$ cat config.mk
export PLATFORM = sky130hd
export DESIGN_NAME = uart_fifo_irq_status
export DESIGN_NICKNAME = d
export VERILOG_FILES = /design/src/rtl/uart_irq_pkg.sv /design/src/rtl/uart_rx_status.sv /design/src/rtl/uart_tx_status.sv /design/src/rtl/uart_isr_encode.sv /design/src/rtl/uart_fifo_irq_status.sv
export SDC_FILE = /design/constraint.sdc
export NUM_CORES = 1
export LEC_CHECK = 0
export BUFFER_PORTS_ARGS = -buffer_cell sky130_fd_sc_hd__buf_4
export CORE_AREA = 2 2 39 41
export DETAILED_ROUTE_END_ITERATION = 8
export DIE_AREA = 0 0 41 43
export PLACE_DENSITY = 0.74
export SYNTH_ARGS = -nofsm -noshare
export SYNTH_HDL_FRONTEND = slang
export SYNTH_SLANG_ARGS = --single-unit
$ cat constraint.sdc
create_clock -name clk -period 3.7 [get_ports clk]
set_input_delay 0.37 -clock clk [delete_from_list [all_inputs] [get_ports clk]]
set_output_delay 0.37 -clock clk [all_outputs]
set_load 0.1 [all_outputs]
$ cat src/rtl/uart_irq_pkg.sv
package uart_irq_pkg;

  typedef enum logic [3:0] {
    SRC_NONE    = 4'b0001,
    SRC_TXEMPTY = 4'b0010,
    SRC_RXDATA  = 4'b0100
  } irq_src_e;

  // Receive threshold in bytes for a given select code; FIFO off means 1.
  function automatic int unsigned rx_threshold(input logic [1:0] sel,
                                               input logic fifo_on);
    int unsigned lvl;
    case (sel)
      2'd0:    lvl = 1;
      2'd1:    lvl = 4;
      2'd2:    lvl = 8;
      default: lvl = 14;
    endcase
    return fifo_on ? lvl : 1;
  endfunction

  // Source code, receive side first.
  function automatic irq_src_e pick_source(input logic rx_act, input logic tx_act);
    if (rx_act)      return SRC_RXDATA;
    else if (tx_act) return SRC_TXEMPTY;
    else             return SRC_NONE;
  endfunction

endpackage

$ cat src/rtl/uart_rx_status.sv
module uart_rx_status
  import uart_irq_pkg::*;
#(
  parameter int CW = 5
) (
  input  logic          clk,
  input  logic          rst_n,
  input  logic          fifo_en,
  input  logic          blk_mode,
  input  logic [1:0]    trig_sel,
  input  logic          rx_irq_en,
  input  logic [CW-1:0] rx_count,
  input  logic [CW-1:0] rx_err_count,
  output logic          rx_irq,
  output logic          lsr_dr,
  output logic          lsr_err_any,
  output logic          rxrdy_n
);

  logic [CW-1:0] thr_lvl;
  logic          rx_hit;       // occupancy at or above threshold
  logic          rx_nonempty;
  logic          burst_q;      // burst latch state
  logic          burst_act;    // burst ready indication this cycle

  assign thr_lvl     = CW'(rx_threshold(trig_sel, fifo_en));
  assign rx_hit      = (rx_count >= thr_lvl);
  assign rx_nonempty = (rx_count != '0);

  assign rx_irq      = rx_irq_en & rx_hit;
  assign lsr_dr      = rx_nonempty;
  assign lsr_err_any = fifo_en & (rx_err_count != '0);

  assign burst_act = rx_hit | (burst_q & rx_nonempty);

  always_ff @(posedge clk or negedge rst_n) begin
    if (!rst_n) burst_q <= 1'b0;
    else        burst_q <= burst_act;
  end

  assign rxrdy_n = blk_mode ? ~burst_act : ~rx_nonempty;


  rx_irq_needs_data_chk: assert property (@(posedge clk) disable iff (!rst_n)
    rx_irq |-> lsr_dr);


  burst_hold_chk: assert property (@(posedge clk) disable iff (!rst_n)
    (blk_mode && !rxrdy_n && !rx_hit) |-> (burst_q && rx_nonempty));


  single_rxrdy_chk: assert property (@(posedge clk) disable iff (!rst_n)
    (!blk_mode && lsr_dr) |-> !rxrdy_n);

endmodule

$ cat src/rtl/uart_tx_status.sv
module uart_tx_status #(
  parameter int DEPTH = 16,
  parameter int CW    = 5
) (
  input  logic          clk,
  input  logic          rst_n,
  input  logic          blk_mode,
  input  logic          tx_irq_en,
  input  logic [CW-1:0] tx_count,
  input  logic          tx_shift_empty,
  input  logic          isr_rd,
  input  logic          thr_wr,
  output logic          tx_irq,
  output logic          lsr_thre,
  output logic          lsr_temt,
  output logic          txrdy_n
);

  localparam logic [CW-1:0] FULL_LVL = CW'(DEPTH);

  logic tx_empty;
  logic prev_empty_q;  // emptiness seen in the previous cycle
  logic drain_evt;     // transition into empty this cycle
  logic host_ack;      // status read or data write
  logic pend_q;

  assign tx_empty  = (tx_count == '0);
  assign drain_evt = tx_empty & ~prev_empty_q;
  assign host_ack  = isr_rd | thr_wr;

  always_ff @(posedge clk or negedge rst_n) begin
    if (!rst_n) begin
      prev_empty_q <= 1'b1;
      pend_q       <= 1'b0;
    end else begin
      prev_empty_q <= tx_empty;
      if (host_ack)       pend_q <= 1'b0;
      else if (drain_evt) pend_q <= 1'b1;
    end
  end

  assign tx_irq   = tx_irq_en & pend_q;
  assign lsr_thre = tx_empty;
  assign lsr_temt = tx_empty & tx_shift_empty;
  assign txrdy_n  = blk_mode ? (tx_count == FULL_LVL) : ~tx_empty;


  drain_sets_pend_chk: assert property (@(posedge clk) disable iff (!rst_n)
    (drain_evt && !host_ack) |=> pend_q);


  ack_clears_pend_chk: assert property (@(posedge clk) disable iff (!rst_n)
    host_ack |=> !pend_q);


  temt_implies_thre_chk: assert property (@(posedge clk) disable iff (!rst_n)
    lsr_temt |-> lsr_thre);


  single_txrdy_chk: assert property (@(posedge clk) disable iff (!rst_n)
    (!blk_mode && lsr_thre) |-> !txrdy_n);

endmodule

$ cat src/rtl/uart_isr_encode.sv
module uart_isr_encode
  import uart_irq_pkg::*;
(
  input  logic       clk,
  input  logic       rst_n,
  input  logic       rx_irq,
  input  logic       tx_irq,
  output logic       irq,
  output logic [3:0] isr_id
);

  irq_src_e src;

  assign src    = pick_source(rx_irq, tx_irq);
  assign isr_id = src;
  assign irq    = rx_irq | tx_irq;


  rx_priority_chk: assert property (@(posedge clk) disable iff (!rst_n)
    rx_irq |-> (isr_id == 4'b0100));


  irq_matches_code_chk: assert property (@(posedge clk) disable iff (!rst_n)
    irq |-> (isr_id != 4'b0001));

endmodule

$ cat src/rtl/uart_fifo_irq_status.sv
module uart_fifo_irq_status
  import uart_irq_pkg::*;
#(
  parameter int DEPTH = 16,
  localparam int CW   = $clog2(DEPTH + 1)
) (
  input  logic          clk,
  input  logic          rst_n,
  input  logic          fifo_en,
  input  logic          dma_blk,
  input  logic [1:0]    trig_sel,
  input  logic          rx_irq_en,
  input  logic          tx_irq_en,
  input  logic [CW-1:0] rx_count,
  input  logic [CW-1:0] rx_err_count,
  input  logic [3:0]    rx_head_err,
  input  logic [CW-1:0] tx_count,
  input  logic          tx_shift_empty,
  input  logic          isr_rd,
  input  logic          thr_wr,
  output logic [7:0]    lsr,
  output logic          rx_irq,
  output logic          tx_irq,
  output logic          irq,
  output logic [3:0]    isr_id,
  output logic          txrdy_n,
  output logic          rxrdy_n
);

  logic blk_eff;
  logic lsr_dr, lsr_err_any, lsr_thre, lsr_temt;

  assign blk_eff = dma_blk & fifo_en;

  uart_rx_status #(.CW(CW)) u_rx (
    .clk(clk), .rst_n(rst_n), .fifo_en(fifo_en), .blk_mode(blk_eff),
    .trig_sel(trig_sel), .rx_irq_en(rx_irq_en), .rx_count(rx_count),
    .rx_err_count(rx_err_count), .rx_irq(rx_irq), .lsr_dr(lsr_dr),
    .lsr_err_any(lsr_err_any), .rxrdy_n(rxrdy_n)
  );

  uart_tx_status #(.DEPTH(DEPTH), .CW(CW)) u_tx (
    .clk(clk), .rst_n(rst_n), .blk_mode(blk_eff), .tx_irq_en(tx_irq_en),
    .tx_count(tx_count), .tx_shift_empty(tx_shift_empty), .isr_rd(isr_rd),
    .thr_wr(thr_wr), .tx_irq(tx_irq), .lsr_thre(lsr_thre),
    .lsr_temt(lsr_temt), .txrdy_n(txrdy_n)
  );

  uart_isr_encode u_isr (
    .clk(clk), .rst_n(rst_n), .rx_irq(rx_irq), .tx_irq(tx_irq),
    .irq(irq), .isr_id(isr_id)
  );

  assign lsr = {lsr_err_any, lsr_temt, lsr_thre, rx_head_err, lsr_dr};


  polled_quiet_chk: assert property (@(posedge clk) disable iff (!rst_n)
    (!rx_irq_en && !tx_irq_en) |-> (!irq && isr_id == 4'b0001));


  blk_txrdy_chk: assert property (@(posedge clk) disable iff (!rst_n)
    (blk_eff && txrdy_n) |-> (tx_count == CW'(DEPTH)));

endmodule

### Yosys cells after proc, flatten, opt, wreduce, memory -nomap -nowiden

Index checks and enable logic that the tools add are counted.

* $lt $le $gt $ge: 1
* eq/ne operators: 3
* multiplexer cells: 8
* bitwise operators: 14
* reduce and logical (&&, ||, !) cells: 5

Operator list (number)
* 4-bit case mux with 3 select lines: 1
* 5-bit nonzero test: 2
* 4-bit 2-to-1 mux: 2
* 1-bit AND: 7
* 5-bit == test, second input constant: 1
* 5-bit >= comparator: 1
* 5-bit logical NOT: 1
* 1-bit 2-to-1 mux: 4
* 1-bit NOT: 4
* 1-bit bitwise OR: 3
* 2-bit by 1-bit == test with 1-bit output, second input constant: 1
* 2-bit == test, second input constant: 1
* 2-bit logical NOT: 1
* 2-bit 2-to-1 mux: 1
* 2-bit nonzero test: 1

* register bits after elaboration: 3
* input port bits: 30
* output and inout port bits: 17
* logic and storage cells: 34

### Logic depth before layout (Yosys ltp)

Gate-level depths: netlist of run 1.

* depth after elaboration: 7
* mapped depth: 8
* depth with buffers taken out: 6

### Hierarchy

Synthesis of run 1 repeated with hierarchy kept, for this count alone.

* cells, all modules: 52
* area, all modules: 417.9 µm²

Modules (own cells, without submodules)
* uart_rx_status: times used 1, cells each 26, area an instance 195.2 µm², seq. area each 25.0 µm²
* uart_tx_status: times used 1, cells each 11, area an instance 118.9 µm², seq. area each 51.3 µm²
* uart_fifo_irq_status: times used 1, cells each 9, area an instance 66.3 µm², seq. area each 0.0 µm²
* uart_isr_encode: times used 1, cells each 6, area an instance 37.5 µm², seq. area each 0.0 µm²

### Worst setup path after synthesis of run 1

Ideal clock, no wire load.

* path kind: input port to output port
* start: input fifo_en
* end: output rxrdy_n
* arrival: 3.015 ns
* data required time: 3.330 ns
* setup slack: 0.315 ns
* stages on the path: 7
* buffers on the path: 1
* path through: clkbuf_1 > nand2_1 > ha_1 > a21o_1 > a211oi_1 > o21ai_1 > a32oi_1

* cells in the longest elaborated chain, start to end: 5
* elaborated cells between the ends (all ways): 6
* classes of those cells: 1 x order compare; 2 x mux; 3 x bitwise

Ends and longest elaborated chain
* from (decl): line uart_fifo_irq_status.sv:9 `input logic fifo_en,`
* 4-bit 2-to-1 mux: line uart_irq_pkg.sv:19 `return fifo_on ? lvl : 1;`
* 5-bit >= comparator: line uart_rx_status.sv:27 `assign rx_hit = (rx_count >= thr_lvl);`
* 1-bit bitwise OR: line uart_rx_status.sv:34 `assign burst_act = rx_hit | (burst_q & rx_nonempty);`
* 1-bit NOT: line uart_rx_status.sv:41 `assign rxrdy_n = blk_mode ? ~burst_act : ~rx_nonempty;`
* 1-bit 2-to-1 mux (*): line uart_rx_status.sv:41
* to (decl): line uart_fifo_irq_status.sv:27 `output logic rxrdy_n`

Mark *: on every way between the ends. The rest lies on a longest branch, timed or not.

### Worst setup path in the final report of run 1

Same ends and word-level chain as after synthesis.

==> flow_summary.toml, run 1 <==
[power_and_ir_drop]
total_power_mw = 0.189
p_per_area_mw_per_mm2 = 289
irDropWorstVdd_v = 0.000164
cellLeakagePower_nw = 0.329

[synth]
synth.avg_cell_area_um2 = 8.34
syn_area_um2 = 400
yosysWarnings = 0
synth-seq-area-share_pct = 19.1
synthCells = 48
syn-num-nets = 82
synth_cell_types = 28
synth-seq-cells = 3

[placement]
port_buffers = 37
gp_congestion = 0.726
postPlaceCellArea_um2 = 619
pre_cts_slack_ns = 1.34
hpwl_um = 816

[clock_network]
post_cts_resize_count = 0
clkTransAtPathRegs_ns = 0.04
cts.sinks = 3
hold_buffers = 1
cts_buffer_depth = 2
root_buffer = "clkbuf_4"
cts_made_buffers = 3
cts_setup_buffers = 0
cts_max_level = 1
worst_skew_pair.late_latency_ns = 0.23
cts_tree = "done"

[drt]
route.detailed.drc = 0
drt_iter0_drc = 0
post_drt_wl_per_cell_um = 10.2
firstDrtPassIters = 1
vias_per_cell = 4.69
ant_nets = 0
dr_total_vias = 446
routed_wl_um = 973

[timing]
hold_viol_final = 0
drv_slew = 0
tns_ns = 0
clock.fmax_mhz = 428
setup_violations = 0
rsz0062_at_grt = "false"
skew_ns = 0.00277
period_share_pct = 63.1
fin_ws_ns = 1.36
min_period_ns = 2.34

[critical_path]
path_cells = "buf_4, nand2_1, ha_1, a21o_1, a211oi_1, o21ai_1, a32oi_1, buf_4"
cp_common_cell = "buf_4"
end_kind = "output pin"
start_kind = "input pin"
path_buf_inv = 2
critPathMaxFanout = 8
critical_path_class = "input pin to output pin"
cpPeakStageDelay_ns = 0.32
crit_slowest_cell = "buf_4"
cp.required_ns = 3.33
cp.arrival_ns = 1.97
crit_family = "compound AO/OA/AOI/OAI gates"

[floorplanning]
die_area_mm2 = 0.00176
fp.dieW_um = 41
core_area_mm2 = 0.00138
die_h_um = 43
io_pins = 47
row_count = 14
start_util_pct = 28.9

[min_path]
hold_path_class = "input pin to register"

[cells_and_area]
syn2layout_area_growth_pct = 63.8
fin_nets = 114
fin_area_um2 = 656
post-route-util_pct = 47.4
diodes = 0
layout-drive-gt1-share_pct = 57.0

[global_routing]
grt_overflow = 0
grt_pass1_vias = 438
grt_pass1_wl_um = 1540
antenna_found_initial = 0
grt_usage_pct = 12.3
grt_max_degree = 9

[outcome]
outcome = "finished, final reports clean"

[run]
drv_cap = 0
==> placed cells by master (no fill, tap or decap), types with 2 or more instances in the layout <==
cell type / instances
nand2_1: 3
ha_1: 4
clkbuf_4: 3
dfrtp_1: 2
nor3_2: 2
a21o_1: 3
buf_4: 37
and2_1: 3
==> worst reg2reg max path, stage by stage, from the launching register on <==
cell and delay [ns]:
dfstp_2 0.52, nor3_2 0.04, nor2_1 0.10, nor3_2 0.04
==> logic make-up (layout without fill, tap and decap cells) <==
group / count (synthesis) / count (layout) / share of synthesized area (%)
DFF: 3 / 3 / 19.1
AOI/OAI and AO/OA: 11 / 11 / 18.7
and+or+nand+nor: 17 / 17 / 28.1
other: 1 / 1 / 0.937
adders and majority gates: 4 / 4 / 12.5
buffers and inverters: 12 / 43 / 20.6
==> cell usage after synthesis <==
library cell   n  area (um^2)
a21boi_1       1         7.51
and2_1         3         18.8
nand4b_1       1         8.76
a31oi_1        1         6.26
clkbuf_1       1         3.75
conb_1         1         3.75
nor4_1         1         6.26
a211oi_1       1         7.51
nor2_2         1         6.26
o21ai_1        1         5.00
o21ai_0        1         5.00
or4_1          1         7.51
or4_4          1         11.3
nand3_1        1         5.00
nand3b_1       1         7.51
buf_4         10         75.1
a21oi_1        1         5.00
o21a_1         1         7.51
nor2b_1        1         6.26
nor3_2         2         20.0
a21o_1         3         22.5
nor2_1         1         3.75
ha_1           4         50.1
dfstp_2        1         26.3
nand2_1        3         11.3
inv_1          1         3.75
dfrtp_1        2         50.1
a32oi_1        1         8.76
==> registers in the layout, summed over array words and instances (netlist names) <==
signal / cells
u_tx.pend_q: 1
u_tx.prev_empty_q: 1
u_rx.burst_q: 1
==> path summary, 6_finish.rpt <==
path	from	to	slack [ns]	cells past startpoint
min in group asynchronous	rst_n	u_rx.burst_q$_DFF_PN0_	0.47	2
setup / recovery	fifo_en	rxrdy_n	1.36	8
max in group asynchronous	rst_n	u_tx.prev_empty_q$_DFF_PN1_	3.04	2
hold reg to reg	u_rx.burst_q$_DFF_PN0_	u_rx.burst_q$_DFF_PN0_	0.48	1
setup reg to reg	u_tx.prev_empty_q$_DFF_PN1_	u_tx.pend_q$_DFFE_PN0P_	2.89	3
hold / removal	tx_count[4]	u_tx.prev_empty_q$_DFF_PN1_	0.29	2
==> final cells by class <==
class / count / area, um^2
Inverter: 1 / 3.75
Timing Repair Buffer: 38 / 288
Sequential cell: 3 / 76.3
Multi-Input combinational cell: 33 / 241
Fill cell: 141 / 728
Clock buffer: 4 / 26.3
Tap cell: 16 / 20.0
==> through the flow <==
stage	hold WS [ns]	cells
floorplan	0.0744	48
global placement	0.160	90
detailed placement	0.161	90
CTS	0.277	95
global route	0.285	95
finish	0.287	95
==> routing by layer <==
metal | GRT usage, % | share of wire (%) | vias up
li1 | - | - | 225
met1 | 13.2 | 37 | 200
met2 | 21.6 | 53 | 21
met3 | 1.57 | 9.2 | 0
met4 | 6.67 | 0 | 0
met5 | 0 | 0 | -
==> report_power, final <==
group	leakage [nW]	internal, mW	switching (mW)
Combinational	0.281	0.0324	0.0644
Sequential	0.0331	0.0335	0.000157
Clock	0.0150	0.0405	0.0183
Total	0.329	0.106	0.0829
(Power assumes the default switching activity.)
==> inputs of run 2 (changes only) <==
Clock period 3.7 ns to 2.2 ns, I/O delays scaled along.
==> flow_summary.toml, run 2 (synthesis gave the netlist of run 1 again) <==
[outcome]
outcome = "finished, final reports clean"

[critical_path]
timing.rr.end = "u_tx.pend_q$_DFFE_PN0P_"
critical_path_class = "input pin to output pin"
setup.worst_path.start = "fifo_en"
rrSetupSlack_ns = 1.39
crit_path_end = "rxrdy_n"
cp.arrival_ns = 1.84
critPathMaxFanout = 6
r2r_cells = 3
r2r_start = "u_tx.prev_empty_q$_DFF_PN1_"
start_kind = "input pin"
end_kind = "output pin"
cp.required_ns = 1.98

[power_and_ir_drop]
cellLeakagePower_nw = 0.343
p_per_area_mw_per_mm2 = 449
irDropWorstVdd_v = 0.000343
total_power_mw = 0.323

[timing]
rsz0062_at_grt = "false"
min_period_ns = 2.06
whs_ns = 0.147
skew_ns = 0.000379
setup_violations = 0
drv_slew = 0
hold_viol_final = 0
clock.fmax_mhz = 485
period_share_pct = 93.7

[cells_and_area]
layout-drive-gt1-share_pct = 65.0
mostFrequentLayoutCells = "buf_4 (37), ha_1 (4), nand2_1 (3), a21o_1 (3), clkbuf_4 (3)"
final_common_cell = "buf_4"
diodes = 0
syn2layout_area_growth_pct = 80.0
fin_nets = 115
largestRegisters = "u_rx.burst_q: 1 flops, u_tx.pend_q: 1 flops, u_tx.prev_empty_q: 1 flops"

[drt]
post_drt_wl_per_cell_um = 10.6
dr_total_vias = 460
routed_wl_um = 1010
vias_per_cell = 4.79
ant_nets = 0
firstDrtPassIters = 3
drt_iter0_drc = 4
route.detailed.drc = 0

[global_routing]
grt_usage_pct = 13.5
antenna_found_initial = 0
grt_pass1_vias = 466
grt_pass1_wl_um = 1680
grt_overflow = 0
grt_max_degree = 7

[clock_network]
clkTransAtPathRegs_ns = 0.03
cts_setup_buffers = 0
root_buffer = "clkbuf_4"
worst_skew_pair.late_latency_ns = 0.22
cts.sinks = 3
cts_tree = "done"
cts_max_level = 1
cts_made_buffers = 3
cts_buffer_depth = 2

[run]
drv_cap = 0

[floorplanning]
fp.dieW_um = 41
io_pins = 47
row_count = 14
core_area_mm2 = 0.00138
start_util_pct = 28.9
die_h_um = 43
die_area_mm2 = 0.00176

[placement]
hpwl_um = 926
port_buffers = 37
gp_congestion = 0.674

[min_path]
hold_path_class = "input pin to register"
## run 2: through the flow
step / instance area, um^2 / util [%] / std cells / setup TNS (ns) / worst slack (ns)
detailed placement: 681 / 49.2 / 91 / 0 / 0.0723
global placement: 681 / 49.2 / 91 / 0 / 0.118
finish: 721 / 52.1 / 96 / 0 / 0.139
global route: 721 / 52.1 / 96 / 0 / 0.00743
CTS: 717 / 51.8 / 96 / 0 / 0.0665
floorplan: 455 / - / 48 / -0.144 / -0.112
## run 2: area by class of cell
type	count	area, um^2
clock buffers	4	26.3
fillers	136	663
inverters	1	3.75
multi-input cells	33	295
flip-flops and latches	3	76.3
well taps	16	20.0
repair buffers	39	299
## run 2: what timing repair did
item | 4_1_cts | 5_1_grt
gates resized for setup | 0 | 1
endpoints found under the hold margin | 3 | 0
hold buffers | 1 | 0
endpoints found under the setup margin | 0 | 1
## run 2: how the worst min path moves through the flow
stage	start	to	slack, ns	cells past startpoint
final	isr_rd	u_tx.pend_q$_DFFE_PN0P_	0.15	2
after global routing	tx_count[4]	u_tx.prev_empty_q$_DFF_PN1_	0.14	2
after CTS	tx_count[4]	u_tx.prev_empty_q$_DFF_PN1_	0.14	2
after detailed placement	rst_n	u_rx.burst_q$_DFF_PN0_	0.01	1
after global placement	rst_n	u_rx.burst_q$_DFF_PN0_	0.01	1
after floorplan	rst_n	u_rx.burst_q$_DFF_PN0_	-0.08	0
## run 2: worst max-delay path, stage by stage
cell      delay (ns)
buf_4           0.10
nand2_1         0.05
ha_1            0.28
a21o_1          0.18
a211oi_1        0.27
o21ai_2         0.20
a32oi_4         0.28
buf_6           0.25
## run 2: where the power goes
part / internal, mW / switching [mW]
registers: 0.0564 / 0.000260
clock network: 0.0677 / 0.0242
logic: 0.0599 / 0.115
total: 0.184 / 0.140
## run 2: metal layers
metal	vias up	wire length [um]	global-route usage, %
li1	226	-	-
met1	213	324	13.2
met2	19	590	25.0
met3	2	94	2.62
met4	0	4	5.33
met5	-	0	0
==> inputs of run 3 (changes only) <==
==> constraint.sdc (replaced) <==
create_clock -name clk -period 1.95 [get_ports clk]
set_input_delay 0 -clock clk [delete_from_list [all_inputs] [get_ports clk]]
set_output_delay 0 -clock clk [all_outputs]
set_load 0.1 [all_outputs]
==> flow_summary.toml, run 3 (synthesis gave the netlist of run 1 again) <==
[floorplanning]
fp.dieW_um = 41
io_pins = 47
start_util_pct = 28.9
die_h_um = 43
die_area_mm2 = 0.00176
core_area_mm2 = 0.00138
row_count = 14

[power_and_ir_drop]
cellInternalPower_mw = 0.208
power.switching_mw = 0.172
clockPowerShare_pct = 31.6
cellLeakagePower_nw = 0.350
total_power_mw = 0.380
p_sw_share_pct = 45.2
p_per_area_mw_per_mm2 = 527
irDropWorstVdd_v = 0.000319
pwr-share-comb_pct = 51.6
pwr-share-seq_pct = 16.8

[cells_and_area]
syn2layout_area_growth_pct = 80.0
fin_area_um2 = 721
fin_nets = 117
final_common_cell = "buf_4"
layout-drive-gt1-share_pct = 61.0
mostFrequentLayoutCells = "buf_4 (37), ha_1 (4), dlygate4sd3_1 (4)"
post-route-util_pct = 52.1
largestRegisters = "u_rx.burst_q: 1 flops, u_tx.pend_q: 1 flops, u_tx.prev_empty_q: 1 flops"
diodes = 0
seq_area_um2 = 76.3
multi_input_area_um2 = 277
nFillCells = 135

[critical_path]
end_kind = "output pin"
cpPeakStageDelay_ns = 0.32
critPathMaxFanout = 8
cp.required_ns = 1.95
start_kind = "input pin"
critical_path_class = "input pin to output pin"
cp_common_cell = "buf_4"
crit_slowest_cell = "buf_4"
timing.rr.end = "u_tx.pend_q$_DFFE_PN0P_"
r2r_start = "u_tx.prev_empty_q$_DFF_PN1_"
cp.arrival_ns = 1.77
path_cells = "buf_4, nand2_1, ha_1, a21o_1, a211oi_1, o21ai_1, a32oi_4, buf_4"
r2r_cells = 4
rrSetupSlack_ns = 0.59

[global_routing]
grt_pass1_vias = 456
grt_max_degree = 9
grt_usage_pct = 14.6
antenna_found_initial = 0
grt_pass1_wl_um = 1770
grt_overflow = 0

[placement]
port_buffers = 37
hpwl_um = 935
gp_congestion = 0.670
postPlaceCellArea_um2 = 654

[drt]
route.detailed.drc = 0
vias_per_cell = 4.64
ant_nets = 0
post_drt_wl_per_cell_um = 11.7
routed_wl_um = 1150
dr_total_vias = 455
firstDrtPassIters = 3
drt_iter0_drc = 1

[timing]
drv_slew = 0
clock.fmax_mhz = 564
period_share_pct = 90.9
hold_viol_final = 0
tightest_slew_ns = 0.615
setup_violations = 0
min_period_ns = 1.77
skew_ns = 0.00473
whs_ns = 0.0000360
rsz0062_at_grt = "false"
tns_ns = 0
slew_headroom_pct = 58.7

[min_path]
holdCritStartpoint = "rx_head_err[1]"
hold_path_class = "input pin to output pin"
worstHoldPathCells = 0
hold_path_end = "lsr[2]"

[clock_network]
post_cts_resize_count = 0
worst_skew_pair.late_latency_ns = 0.24
cts_buffer_depth = 2
hold_buffers = 4
root_buffer = "clkbuf_4"
cts_tree = "done"
cts_setup_buffers = 0
cts.sinks = 3
cts_made_buffers = 3
cts_max_level = 1

[run]
drv_cap = 0

[outcome]
outcome = "finished, final reports clean"
## run 3: cell types whose count changed in the layout (fill, tap and decap cells not counted), sizes merged
cell / previous run / this run
buf: 38 / 37
dlygate4sd3: 1 / 4
## run 3: layout make-up
type	instances	share of cell area, %
Clock buffer	4	3.65
Tap cell	16	2.78
Multi-Input combinational cell	33	38.4
Timing Repair Buffer	41	44.1
Inverter	1	0.521
Sequential cell	3	10.6
## run 3: how the worst max path moves through the flow
stage	cells after the start	slack, ns	endpoint	startpoint
4_1_cts	8	0.18	rxrdy_n	fifo_en
5_1_grt	8	0.02	rxrdy_n	fifo_en
2_1_floorplan	2	-0.18	isr_id[1]	u_tx.pend_q$_DFFE_PN0P_
3_3_place_gp	8	0.25	rxrdy_n	fifo_en
3_5_place_dp	8	0.18	rxrdy_n	fifo_en
6_report	8	0.18	rxrdy_n	fifo_en
## run 3: per-stage QoR
| step | worst slack, ns | std cells |
|---|---|---|
| final | 0.178 | 98 |
| after global routing | 0.0199 | 98 |
| after CTS | 0.177 | 98 |
| after detailed placement | 0.184 | 90 |
| after global placement | 0.252 | 90 |
| after floorplan | -0.185 | 48 |
## run 3: power by group through the flow
stage          clock network [mW]  logic, mW  registers [mW]
3_5_place_dp                    0      0.191          0.0646
6_report                    0.120      0.196          0.0638
2_1_floorplan                   0      0.171          0.0646
5_1_grt                     0.127      0.207          0.0638
4_1_cts                     0.117      0.197          0.0638
3_3_place_gp                    0      0.188          0.0646
## run 3: per-layer routing
metal / track usage [%] / share of wire [%] / routed length (um)
met5: 0 / 0 / 0
met2: 27.5 / 57 / 657
met4: 8.00 / 1.3 / 15
met3: 0.524 / 8.4 / 96
met1: 14.2 / 33 / 377
## run 3: critical path: cells and delay by family
family	cells	cell delay, ns
compound gates	4	0.94
fa+ha+maj	1	0.30
buf+inv	2	0.46
simple gates	1	0.08
